<file path="config.mk">
export PLATFORM = sky130hd
export DESIGN_NAME = mdix_link_resolver
export DESIGN_NICKNAME = d
export VERILOG_FILES = /design/src/rtl/mdix_pkg.sv /design/src/rtl/mdix_tick_timer.sv /design/src/rtl/mdix_rd_port.sv /design/src/rtl/mdix_link_resolver.sv
export SDC_FILE = /design/constraint.sdc
export NUM_CORES = 1
export LEC_CHECK = 0
export BUFFER_PORTS_ARGS = -buffer_cell sky130_fd_sc_hd__buf_2
export CORE_UTILIZATION = 34
export CTS_CLUSTER_DIAMETER = 40
export DETAILED_ROUTE_END_ITERATION = 10
export PLACE_DENSITY_LB_ADDON = 0.1
export SETUP_SLACK_MARGIN = 0.15
export SLEW_MARGIN = 20
export SYNTH_ARGS = -nofsm -noshare
export SYNTH_HDL_FRONTEND = slang
export SYNTH_SLANG_ARGS = --single-unit
</file>
<file path="constraint.sdc">
create_clock -name clk -period 3.26 [get_ports clk]
set_input_delay 0.163 -clock clk [delete_from_list [all_inputs] [get_ports clk]]
set_output_delay 0.163 -clock clk [all_outputs]
set_load 0.05 [all_outputs]
</file>
<file path="src/rtl/mdix_pkg.sv">
package mdix_pkg;

    typedef enum logic [3:0] {
        ST_IDLE, ST_WAIT, ST_POLL, ST_RECHK, ST_SPD,
        ST_ANX, ST_ADV, ST_LPA, ST_DONE, ST_FAIL
    } res_state_e;

    typedef enum logic [1:0] {PT_IDLE, PT_ISSUE, PT_WAIT} port_state_e;

    typedef struct packed {
        logic pause;
        logic full;
        logic fast;
        logic link;
    } link_stat_t;

    localparam logic [4:0] REG_BSR = 5'd1;
    localparam logic [4:0] REG_SPD = 5'd31;
    localparam logic [4:0] REG_ANX = 5'd6;
    localparam logic [4:0] REG_ADV = 5'd4;
    localparam logic [4:0] REG_LPA = 5'd5;

    localparam int BIT_LINK    = 2;
    localparam int BIT_ANABLE  = 3;
    localparam int BIT_ANDONE  = 5;
    localparam int BIT_PEER_AN = 0;
    localparam int BIT_PAUSE   = 10;

    function automatic link_stat_t decode_speed(input logic [2:0] code);
        link_stat_t s;
        s = '0;
        case (code)
            3'd5: s.full = 1'b1;
            3'd2: s.fast = 1'b1;
            3'd6: begin s.fast = 1'b1; s.full = 1'b1; end
            default: s = '0;
        endcase
        return s;
    endfunction

endpackage

</file>
<file path="src/rtl/mdix_tick_timer.sv">
module mdix_tick_timer #(
    parameter int unsigned TICKS = 200_000_000
) (
    input  logic clk,
    input  logic rst,
    input  logic go,
    output logic expired
);
    localparam int CW = (TICKS > 1) ? $clog2(TICKS) : 1;

    logic [CW-1:0] cnt;
    logic          run;

    always_ff @(posedge clk) begin
        if (rst) begin
            cnt     <= '0;
            run     <= 1'b0;
            expired <= 1'b0;
        end else begin
            expired <= 1'b0;
            if (go) begin
                run <= 1'b1;
                cnt <= CW'(TICKS - 1);
            end else if (run) begin
                if (cnt == '0) begin
                    run     <= 1'b0;
                    expired <= 1'b1;
                end else begin
                    cnt <= cnt - 1'b1;
                end
            end
        end
    end

    p_tick_pulse_r2: assert property (@(posedge clk) disable iff (rst)
        expired |=> !expired);

endmodule

</file>
<file path="src/rtl/mdix_rd_port.sv">
module mdix_rd_port
    import mdix_pkg::*;
#(
    parameter int AW = 5,
    parameter int DW = 16
) (
    input  logic          clk,
    input  logic          rst,
    input  logic          rd_go,
    input  logic [AW-1:0] rd_addr,
    output logic          mdio_req,
    output logic [AW-1:0] mdio_reg,
    input  logic          mdio_busy,
    input  logic [DW-1:0] mdio_rdata,
    output logic          rd_done,
    output logic [DW-1:0] rd_data
);
    port_state_e st;

    always_ff @(posedge clk) begin
        if (rst) begin
            st       <= PT_IDLE;
            mdio_req <= 1'b0;
            mdio_reg <= '0;
            rd_done  <= 1'b0;
            rd_data  <= '0;
        end else begin
            mdio_req <= 1'b0;
            rd_done  <= 1'b0;
            case (st)
                PT_IDLE: if (rd_go) begin
                    mdio_req <= 1'b1;
                    mdio_reg <= rd_addr;
                    st       <= PT_ISSUE;
                end
                PT_ISSUE: st <= PT_WAIT;
                PT_WAIT: if (!mdio_busy) begin
                    rd_done <= 1'b1;
                    rd_data <= mdio_rdata;
                    st      <= PT_IDLE;
                end
                default: st <= PT_IDLE;
            endcase
        end
    end

    p_req_pulse_r2: assert property (@(posedge clk) disable iff (rst)
        mdio_req |=> !mdio_req);
    p_reg_stable_r2: assert property (@(posedge clk) disable iff (rst)
        (st == PT_WAIT) |=> $stable(mdio_reg));

endmodule

</file>
<file path="src/rtl/mdix_link_resolver.sv">
module mdix_link_resolver
    import mdix_pkg::*;
#(
    parameter int unsigned RETRY_TICKS = 200_000_000,
    parameter int unsigned MAX_TRIES   = 100,
    parameter int unsigned PHY_ADDR    = 6
) (
    input  logic        clk,
    input  logic        rst,
    input  logic        start,
    output logic        mdix_sel,
    output logic        mdio_req,
    output logic [4:0]  mdio_phy,
    output logic [4:0]  mdio_reg,
    input  logic        mdio_busy,
    input  logic [15:0] mdio_rdata,
    output logic        done,
    output logic        fail,
    output logic [3:0]  link_status
);
    localparam int TW = $clog2(MAX_TRIES + 1);

    res_state_e    state;
    logic [TW-1:0] tries;
    logic          tmr_go, tmr_exp;
    logic          rd_go, rd_done;
    logic [4:0]    rd_addr;
    logic [15:0]   rd_data;
    logic          an_able;
    link_stat_t    stat, spd;
    logic          unused_bits;

    assign unused_bits = ^{rd_data[15:11], rd_data[9:6], rd_data[1]};
    assign spd         = decode_speed(rd_data[4:2]);

    mdix_tick_timer #(.TICKS(RETRY_TICKS)) tmr_i (
        .clk(clk), .rst(rst), .go(tmr_go), .expired(tmr_exp)
    );

    mdix_rd_port #(.AW(5), .DW(16)) port_i (
        .clk(clk), .rst(rst), .rd_go(rd_go), .rd_addr(rd_addr),
        .mdio_req(mdio_req), .mdio_reg(mdio_reg), .mdio_busy(mdio_busy),
        .mdio_rdata(mdio_rdata), .rd_done(rd_done), .rd_data(rd_data)
    );

    always_ff @(posedge clk) begin
        if (rst) begin
            state    <= ST_IDLE;
            mdix_sel <= 1'b0;
            tries    <= '0;
            tmr_go   <= 1'b0;
            rd_go    <= 1'b0;
            rd_addr  <= '0;
            an_able  <= 1'b0;
            stat     <= '0;
        end else begin
            tmr_go <= 1'b0;
            rd_go  <= 1'b0;
            case (state)
                ST_IDLE, ST_DONE, ST_FAIL: if (start) begin
                    mdix_sel <= 1'b0;
                    tries    <= '0;
                    an_able  <= 1'b0;
                    stat     <= '0;
                    tmr_go   <= 1'b1;
                    state    <= ST_WAIT;
                end
                ST_WAIT: if (tmr_exp) begin
                    rd_go   <= 1'b1;
                    rd_addr <= REG_BSR;
                    state   <= ST_POLL;
                end
                ST_POLL: if (rd_done) begin
                    if (rd_data[BIT_LINK]) begin
                        rd_go   <= 1'b1;
                        rd_addr <= REG_BSR;
                        state   <= ST_RECHK;
                    end else begin
                        mdix_sel <= ~mdix_sel;
                        if (tries == TW'(MAX_TRIES - 1)) begin
                            state <= ST_FAIL;
                        end else begin
                            tries  <= tries + 1'b1;
                            tmr_go <= 1'b1;
                            state  <= ST_WAIT;
                        end
                    end
                end
                ST_RECHK: if (rd_done) begin
                    stat.link <= 1'b1;
                    an_able   <= rd_data[BIT_ANABLE];
                    if (rd_data[BIT_ANDONE]) begin
                        rd_go   <= 1'b1;
                        rd_addr <= REG_SPD;
                        state   <= ST_SPD;
                    end else begin
                        state <= ST_DONE;
                    end
                end
                ST_SPD: if (rd_done) begin
                    stat.fast <= spd.fast;
                    stat.full <= spd.full;
                    if (an_able) begin
                        rd_go   <= 1'b1;
                        rd_addr <= REG_ANX;
                        state   <= ST_ANX;
                    end else begin
                        state <= ST_DONE;
                    end
                end
                ST_ANX: if (rd_done) begin
                    if (rd_data[BIT_PEER_AN]) begin
                        rd_go   <= 1'b1;
                        rd_addr <= REG_ADV;
                        state   <= ST_ADV;
                    end else begin
                        state <= ST_DONE;
                    end
                end
                ST_ADV: if (rd_done) begin
                    if (rd_data[BIT_PAUSE]) begin
                        rd_go   <= 1'b1;
                        rd_addr <= REG_LPA;
                        state   <= ST_LPA;
                    end else begin
                        state <= ST_DONE;
                    end
                end
                ST_LPA: if (rd_done) begin
                    stat.pause <= rd_data[BIT_PAUSE];
                    state      <= ST_DONE;
                end
                default: state <= ST_IDLE;
            endcase
        end
    end

    assign done        = (state == ST_DONE);
    assign fail        = (state == ST_FAIL);
    assign link_status = done ? stat : 4'b0000;
    assign mdio_phy    = 5'(PHY_ADDR);

    p_done_link_r7: assert property (@(posedge clk) disable iff (rst)
        done |-> link_status[0]);
    p_fail_quiet_r5: assert property (@(posedge clk) disable iff (rst)
        fail |-> (!mdio_req && link_status == 4'b0000));
    p_sel_hold_r4: assert property (@(posedge clk) disable iff (rst)
        (state == ST_WAIT) |=> $stable(mdix_sel));
    p_idle_quiet_r9: assert property (@(posedge clk) disable iff (rst)
        (done && !start) |=> (done && !mdio_req));

endmodule

</file>
==> metrics.md, run 1 <==
| Metric | Value |
|---|---|
| Top-area cell type share of the netlist area | 0.405 |
| TritonCTS clock tree | yes |
| Seq/Total Area, Yosys | 0.405 |
| Fin Hold WS | 0.0648 ns |
| RSZ-0062 raised after global routing | no |
| Worst setup slack after layout | 0.509 ns |
| Pre-CTS setup slack | 0.537 ns |
| Via count | 2781 |
| Max reg flops | 28 |
| DP HPWL | 4.77 mm |
| Dominant cell type by area after synthesis | dfxtp_1 |
| Max Clk Rate | 0.364 GHz |
| CP dominant cell by count | or4_4 |
| Placed cells | 516 |
| Final std cells w/o fill | 532 |
| Nets@finish | 420 |
| Critical Path AT | 3.00 ns |
| Cell Rows | 35 |
| Hold_sp | mdio_rdata[4] |
| Clock root cell | clkbuf_8 |
| Critical Path Max Stage Delay | 0.58 ns |
| Number of global-route vias before repair | 2626 |
| Worst IR Drop VDD | 0.300 mV |
| Initial DRC count | 115 |
| First-pass GRT wire length | 12.4 mm |
| Regs by FF count | tmr_i.cnt x28, tries x7, port_i.rd_data x6 |
| Ys async rst share | 0 |
| Final min period | 2.75 ns |
| Internal power | 1.68 mW |
| Yosys warns | 0 |
| Hold_buf cts | 0 |
| Placeable core area | 9330 µm² |
| Die height | 101 µm |
| Clock power share | 0.281 |
| Hold path cells | 3 |
| Setup Skew | 0.0143 ns |
| Worst slew margin | 0.409 |
| Avg Cell Area, Syn | 8.60 µm² |
| Status | finished, final reports clean |
| WL/cell | 13.4 µm |
| Post-place instance area | 3500 µm² |
| Pwr dens | 711 nW/µm² |
| Pre-antenna DRT Iters | 4 |
| Worst Hold Class | in2reg |
| DRT antenna net count | 0 |
| Total track usage | 0.155 |
| Post-synthesis cell type count | 55 |
| Endpoints failing setup | 0 |
| Clock buffer depth | 2 |
| Crit end category | flip-flop |
| Final global-route overflow total | 0 |
| Reg power frac | 0.415 |
| Diode count | 0 |
| IO Port Bufs | 22 |
| Clk slew on worst S/H paths | 0.07 ns |
| R2r setup slk | 0.51 ns |
| Initial core utilization | 0.355 |
| Largest net degree at the start of global routing | 47 |
| EDFF count, synth | 0 |
| Via-to-Cell Ratio | 5.23 |
| Fillers | 945 |
| Skew-Pair Late Insertion Delay | 0.34 ns |
| Cell Area, Synth | 3310 µm² |
| Crit path kind | reg2reg |
| Share of cells above drive strength 1 | 0.144 |
| Die ar. | 10100 µm² |
| Final hold violation count | 0 |
| Total power | 2.63 mW |
| Max Cap Violations | 0 |
| Final Max Slew Viols | 0 |
| Area grow syn2layout | 11.9% |
| R2r worst-path depth | 7 |
| I/O Pins | 38 |
| Die X | 101 µm |
| Combinational Power Share | 0.304 |
| Fin crit share | 0.844 |
| Switching power total | 0.950 mW |
| Antenna violations before repair | 0 |
| Critical Path RT | 3.51 ns |
| Clock sinks | 67 |
| Most used DFF post-synth | dfxtp_1 |
| CP startpoint kind | flip-flop |
| H-tree Lvls | 3 |
| Commonest non-fill, non-tap cell in the layout | dfxtp_1 |
| Remaining DRCs | 0 |
| Synth top area cells | dfxtp_1 40%, nor2_1 4.4%, mux2i_1 3.6% |
| Endpoint of the worst register-to-register path | tmr_i.cnt[24]$_SDFFE_PP0P_ |
| Placer Congestion | 0.795 |
| Worst path cell trace | inv_1, ha_1, or3b_2, or4_4, or4_4, or3b_1, a31oi_1 |
| Worst-Margin Slew | 0.885 ns |
| Hold endpoint | port_i.rd_data[4]$_SDFFE_PP0P_ |
| Net Sw Frac | 0.361 |
| Commonest non-fill, non-tap cells in the layout | 67 x dfxtp_1, 39 x nor2_1, 22 x a21oi_1, 22 x buf_2, 18 x nand2_1 |
| Slowest-stage cell, CP | or4_4 |
| Crit-path max FO | 11 |
| Post-Syn Instances | 385 |
| Leakage | 1.35 nW |
| FF-to-FF Start | tmr_i.cnt[0]$_SDFFE_PP0P_ |
| Register bit count reported by yosys | 67 |
| TNS Setup | 0 ns |
| Post-route cell area | 3700 µm² |
| Total CTS buffers | 9 |
| Postcts setup bufs | 0 |
| Layout Utilization | 0.397 |
| Biggest register | tmr_i.cnt |
| Final WL | 7.12 mm |
| Post-CTS Resized | 0 |
-- critical path, delay by kind of cell (launching register included) --
kind                       cells  cell delay, ns
DFF                            1            0.35
AOI/OAI and AO/OA              1            0.16
and+or+nand+nor                4            1.92
buffers and inverters          1            0.07
adders and majority gates      1            0.18
-- cell usage after synthesis, types with 8 or more instances --
cell type  number
dfxtp_1        67
nor2_1         39
a21oi_1        22
clkbuf_1       20
nand2_1        18
o21ai_0        15
a31oi_1        14
nor3_1         13
or3_1          13
mux2i_1        12
or4_1          11
nor4_1          9
and2_1          8
-- how the worst max path moves through the flow --
| stage | to | slack [ns] | start | cells after the start |
|---|---|---|---|---|
| final | tmr_i.cnt[24]$_SDFFE_PP0P_ | 0.51 | tmr_i.cnt[0]$_SDFFE_PP0P_ | 7 |
| after CTS | tmr_i.cnt[24]$_SDFFE_PP0P_ | 0.49 | tmr_i.cnt[0]$_SDFFE_PP0P_ | 7 |
| after global placement | tmr_i.cnt[24]$_SDFFE_PP0P_ | 0.56 | tmr_i.cnt[0]$_SDFFE_PP0P_ | 7 |
| after global routing | tmr_i.cnt[24]$_SDFFE_PP0P_ | 0.35 | tmr_i.cnt[0]$_SDFFE_PP0P_ | 7 |
| after floorplan | tmr_i.cnt[24]$_SDFFE_PP0P_ | 0.60 | tmr_i.cnt[0]$_SDFFE_PP0P_ | 8 |
| after detailed placement | tmr_i.cnt[24]$_SDFFE_PP0P_ | 0.54 | tmr_i.cnt[0]$_SDFFE_PP0P_ | 7 |
-- cells by family (layout without fill, tap and decap cells) --
family,Yosys count,after routing,share of synthesized area
adders and majority gates,2,2,0.00755
AOI/OAI and AO/OA,90,90,0.184
muxes,16,16,0.0499
and+or+nand+nor,161,161,0.273
other,2,5,0.00227
xor gates and xnor gates,11,11,0.0291
DFF,67,67,0.405
buffers and inverters,36,51,0.0499
-- final cells by class --
cell class                 instances  area [µm²]  share of cell area
multi-input combinational        285        1820               0.490
sequential                        67        1340               0.362
tap                              129         161              0.0436
timing repair buffer              27         148              0.0399
clock buffer                      10         128              0.0344
clock inverter                     6        80.1              0.0216
inverter                           8        30.0             0.00811
-- routing by layer --
metal,GRT usage,part of all wire,vias up
met3,0.0347,0.033,4
met1,0.215,0.53,1297
met5,0,0,-
li1,-,-,1445
met2,0.232,0.43,35
met4,0.0669,0.0080,0
-- power by group through the flow --
| stage | Combinational [mW] | Sequential (mW) | Clock (mW) |
|---|---|---|---|
| after CTS | 0.805 | 1.09 | 0.767 |
| after detailed placement | 0.801 | 1.11 | 0 |
| final | 0.800 | 1.09 | 0.741 |
| after global routing | 0.911 | 1.12 | 0.807 |
| after global placement | 0.796 | 1.11 | 0 |
| after floorplan | 0.696 | 1.05 | 0 |
(Power assumes the default switching activity.)
==> run 2, diff against run 1 <==
Settings changed: ABC_AREA from default to 1.
Clock period 3.26 ns to 2.5 ns, I/O delays scaled along.
==> metrics.md, run 2 <==
| Metric | Value |
|---|---|
| IO Port Bufs | 22 (unchanged) |
| Worst-Margin Slew | 0.563 ns (-0.322 ns) |
| Crit-path max FO | 24 (+13) |
| Remaining DRCs | 0 (unchanged) |
| Post-place instance area | 3930 µm² (+12%) |
| Switching power total | 2.07 mW (+120%) |
| Post-synthesis cell type count | 35 (-36%) |
| Clock power share | 0.189 (-0.092) |
| Max reg flops | 28 (unchanged) |
| Number of global-route vias before repair | 3321 (+26%) |
| Largest net degree at the start of global routing | 30 (-36%) |
| Clk slew on worst S/H paths | 0.08 ns (about the same) |
| Final hold violation count | 0 (unchanged) |
| Skew-Pair Late Insertion Delay | 0.35 ns (about the same) |
| List of most frequent post-synthesis cells | 138 x nand2_1, 92 x nor2_1, 78 x inv_1, 67 x dfxtp_1, 42 x a21oi_1 |
| CP dominant cell by count | nand2_1 |
| Pre-antenna DRT Iters | 4 (unchanged) |
| Combinational Power Share | 0.479 (+0.175) |
| Postcts setup bufs | 0 (unchanged) |
| Worst slew margin | 0.624 (+0.216) |
| Worst Hold Class | in2reg |
| EDFF count, synth | 0 (unchanged) |
| Met1 Usage GRT | 0.244 (+0.0292) |
| Clock root cell | clkbuf_8 |
| Post-route cell area | 4100 µm² (+11%) |
| M2 GR Usage | 0.273 (+0.0414) |
| Regs by FF count | tmr_i.cnt x28, tries x7, port_i.rd_data x6 |
| Area grow syn2layout | 10.6% |
| Clock sinks | 67 (unchanged) |
| Yosys warns | 0 (unchanged) |
| Worst setup slack after layout | 0.503 ns (-0.00582 ns) |
| Critical Path RT | 2.80 ns (-0.71 ns) |
| Reg power frac | 0.332 (-0.083) |
| Seq/Total Area, Yosys | 0.362 (-0.0433) |
| Fin crit share | 0.799 (-0.0452) |
| Register bit count reported by yosys | 67 (unchanged) |
| Most used routing layer in global routing | met2 |
| Final min period | 2.00 ns (-0.754 ns) |
| Top-area cell type share of the netlist area | 0.362 (-0.0433) |
| Placeable core area | 10500 µm² (+12%) |
| Setup Skew | 0.0112 ns (-0.00316 ns) |
| Slowest-stage cell, CP | dfxtp_1 |
| TNS Setup | 0 ns (unchanged) |
| Cell Rows | 37 (+5.7%) |
| WL/cell | 12.3 µm (-8.1%) |
| Leakage | 1.85 nW (+37%) |
| DP HPWL | 6.86 mm (+44%) |
| Biggest register | tmr_i.cnt |
| Critical Path AT | 2.30 ns (-0.70 ns) |
| Placer Congestion | 0.871 (+9.6%) |
| Nets@finish | 625 (+49%) |
| Worst path cell trace | inv_2, ha_1, nand2_1, nor2_2, nand2_2, nor2_2, nor2_4, buf_4, nor2_4, nand2_1, nand3_1, nand2_1, inv_1 |
| Clock buffer depth | 2 (unchanged) |
| Internal power | 2.29 mW (+36%) |
| Die X | 106 µm (+5.7%) |
| Cell Area, Synth | 3710 µm² (+12%) |
| Final Max Slew Viols | 0 (unchanged) |
| Via count | 3503 (+26%) |
| Commonest non-fill, non-tap cell in the layout | nand2_1 |
| Initial core utilization | 0.354 (-0.000603) |
| DRT antenna net count | 0 (unchanged) |
| Synth top area cells | dfxtp_1 36%, nand2_1 14%, nor2_1 9.3% |
| Total CTS buffers | 9 (unchanged) |
| Pwr dens | 1060 nW/µm² (+49%) |
| Die height | 106 µm (+5.7%) |
| CP startpoint kind | flip-flop |
| Most used DFF post-synth | dfxtp_1 |
| Post-CTS Resized | 0 (unchanged) |
| Hold_buf cts | 0 (unchanged) |
| Max Cap Violations | 0 (unchanged) |
| TritonCTS clock tree | yes |
| Final WL | 9.14 mm (+28%) |
| Crit end category | flip-flop |
| Diode count | 0 (unchanged) |
| Count leader, synth | nand2_1 |
| Critical Path Max Stage Delay | 0.35 ns (-0.23 ns) |
| First-pass GRT wire length | 15.8 mm (+27%) |
| Via-to-Cell Ratio | 4.71 (-9.9%) |
| Antenna violations before repair | 0 (unchanged) |
| Max Clk Rate | 0.501 GHz (+38%) |
| RSZ-0062 raised after global routing | no |
| Status | finished, final reports clean |
| Initial DRC count | 188 (+63%) |
| Pre-CTS setup slack | 0.527 ns (-0.00996 ns) |
| Commonest non-fill, non-tap cells in the layout | 138 x nand2_1, 92 x nor2_1, 78 x inv_1 |
| Ys async rst share | 0 (unchanged) |
| Crit path kind | reg2reg |
| Endpoints failing setup | 0 (unchanged) |
| Dominant cell type by area after synthesis | dfxtp_1 |
| Net Sw Frac | 0.475 (+0.115) |
| I/O Pins | 38 (unchanged) |
| Avg Cell Area, Syn | 6.41 µm² (-26%) |
| H-tree Lvls | 3 (unchanged) |
| Total track usage | 0.178 (+0.0225) |
| Total power | 4.36 mW (+65%) |
| Share of cells above drive strength 1 | 0.127 (-0.0173) |
| Post-Syn Instances | 579 (+50%) |
| Layout Utilization | 0.392 (-0.00517) |
| Final global-route overflow total | 0 (unchanged) |
| Die ar. | 11300 µm² (+12%) |
| Worst IR Drop VDD | 0.396 mV (+32%) |
| Met3 usage | 0.0282 (-0.00647) |
-- run 2: cell count changes after synthesis, sizes merged, moves of 12 or more --
cell / before / now
mux2i: 12 / 0
clkbuf: 20 / 5
or3: 13 / 0
o21ai: 15 / 27
or4: 14 / 0
nand2: 18 / 146
inv: 7 / 84
nand3: 7 / 31
a31oi: 14 / 1
a21oi: 22 / 43
nor2: 39 / 105
nand4: 3 / 20
-- run 2: cell type report --
| class | instances | area [µm²] |
|---|---|---|
| Clock inverter | 4 | 26.3 |
| Clock buffer | 12 | 145 |
| Fill cell | 1152 | 6360 |
| Timing Repair Buffer | 27 | 148 |
| Inverter | 84 | 315 |
| Sequential cell | 67 | 1340 |
| Tap cell | 136 | 170 |
| Multi-Input combinational cell | 414 | 1960 |
-- run 2: per-layer routing --
layer / up-vias / wire length [µm]
li1: 1866 / -
met1: 1554 / 4620
met2: 71 / 3930
met3: 12 / 416
met4: 0 / 182
met5: - / 0
-- run 2: critical path: cells and delay by family, from the launching register on --
family | cells | cell delay [ns]
AND/OR/NAND/NOR | 9 | 0.98
buffers and inverters | 3 | 0.38
adder cells (fa/ha/maj) | 1 | 0.23
flip-flops | 1 | 0.35
-- run 2: cells by family (layout without fill, tap and decap cells) --
| group | Yosys count | after routing | synth area share |
|---|---|---|---|
| buffers and inverters | 101 | 127 | 0.115 |
| adders and majority gates | 2 | 2 | 0.00675 |
| xor gates and xnor gates | 8 | 8 | 0.0189 |
| DFF | 67 | 67 | 0.362 |
| and+or+nand+nor | 323 | 323 | 0.383 |
| AOI/OAI and AO/OA | 76 | 76 | 0.112 |
| other | 2 | 5 | 0.00203 |
-- run 2: power groups by stage --
stage | sequential (mW) | combinational (mW) | clock (mW)
finish | 1.45 | 2.09 | 0.822
global route | 1.48 | 2.41 | 0.890
CTS | 1.45 | 2.09 | 0.852
detailed placement | 1.47 | 2.08 | 0
global placement | 1.47 | 2.07 | 0
floorplan | 1.52 | 1.59 | 0
-- run 2: worst paths after layout --
check | start | end | cells past startpoint | slack, ns
hold / removal | mdio_rdata[10] | port_i.rd_data[10]$_SDFFE_PP0P_ | 3 | 0.05
setup reg to reg | tmr_i.cnt[0]$_SDFFE_PP0P_ | tmr_i.cnt[21]$_SDFFE_PP0P_ | 13 | 0.50
hold reg to reg | rd_addr[0]$_SDFFE_PP0P_ | port_i.mdio_reg[0]$_SDFFE_PP0P_ | 2 | 0.46
setup / recovery | tmr_i.cnt[0]$_SDFFE_PP0P_ | tmr_i.cnt[21]$_SDFFE_PP0P_ | 13 | 0.50
-- run 2: through the flow --
stage / cells / hold slack (ns)
floorplan: 582 / 0.289
global placement: 728 / 0.401
global route: 744 / 0.0573
detailed placement: 728 / 0.412
CTS: 744 / 0.0341
finish: 744 / 0.0512
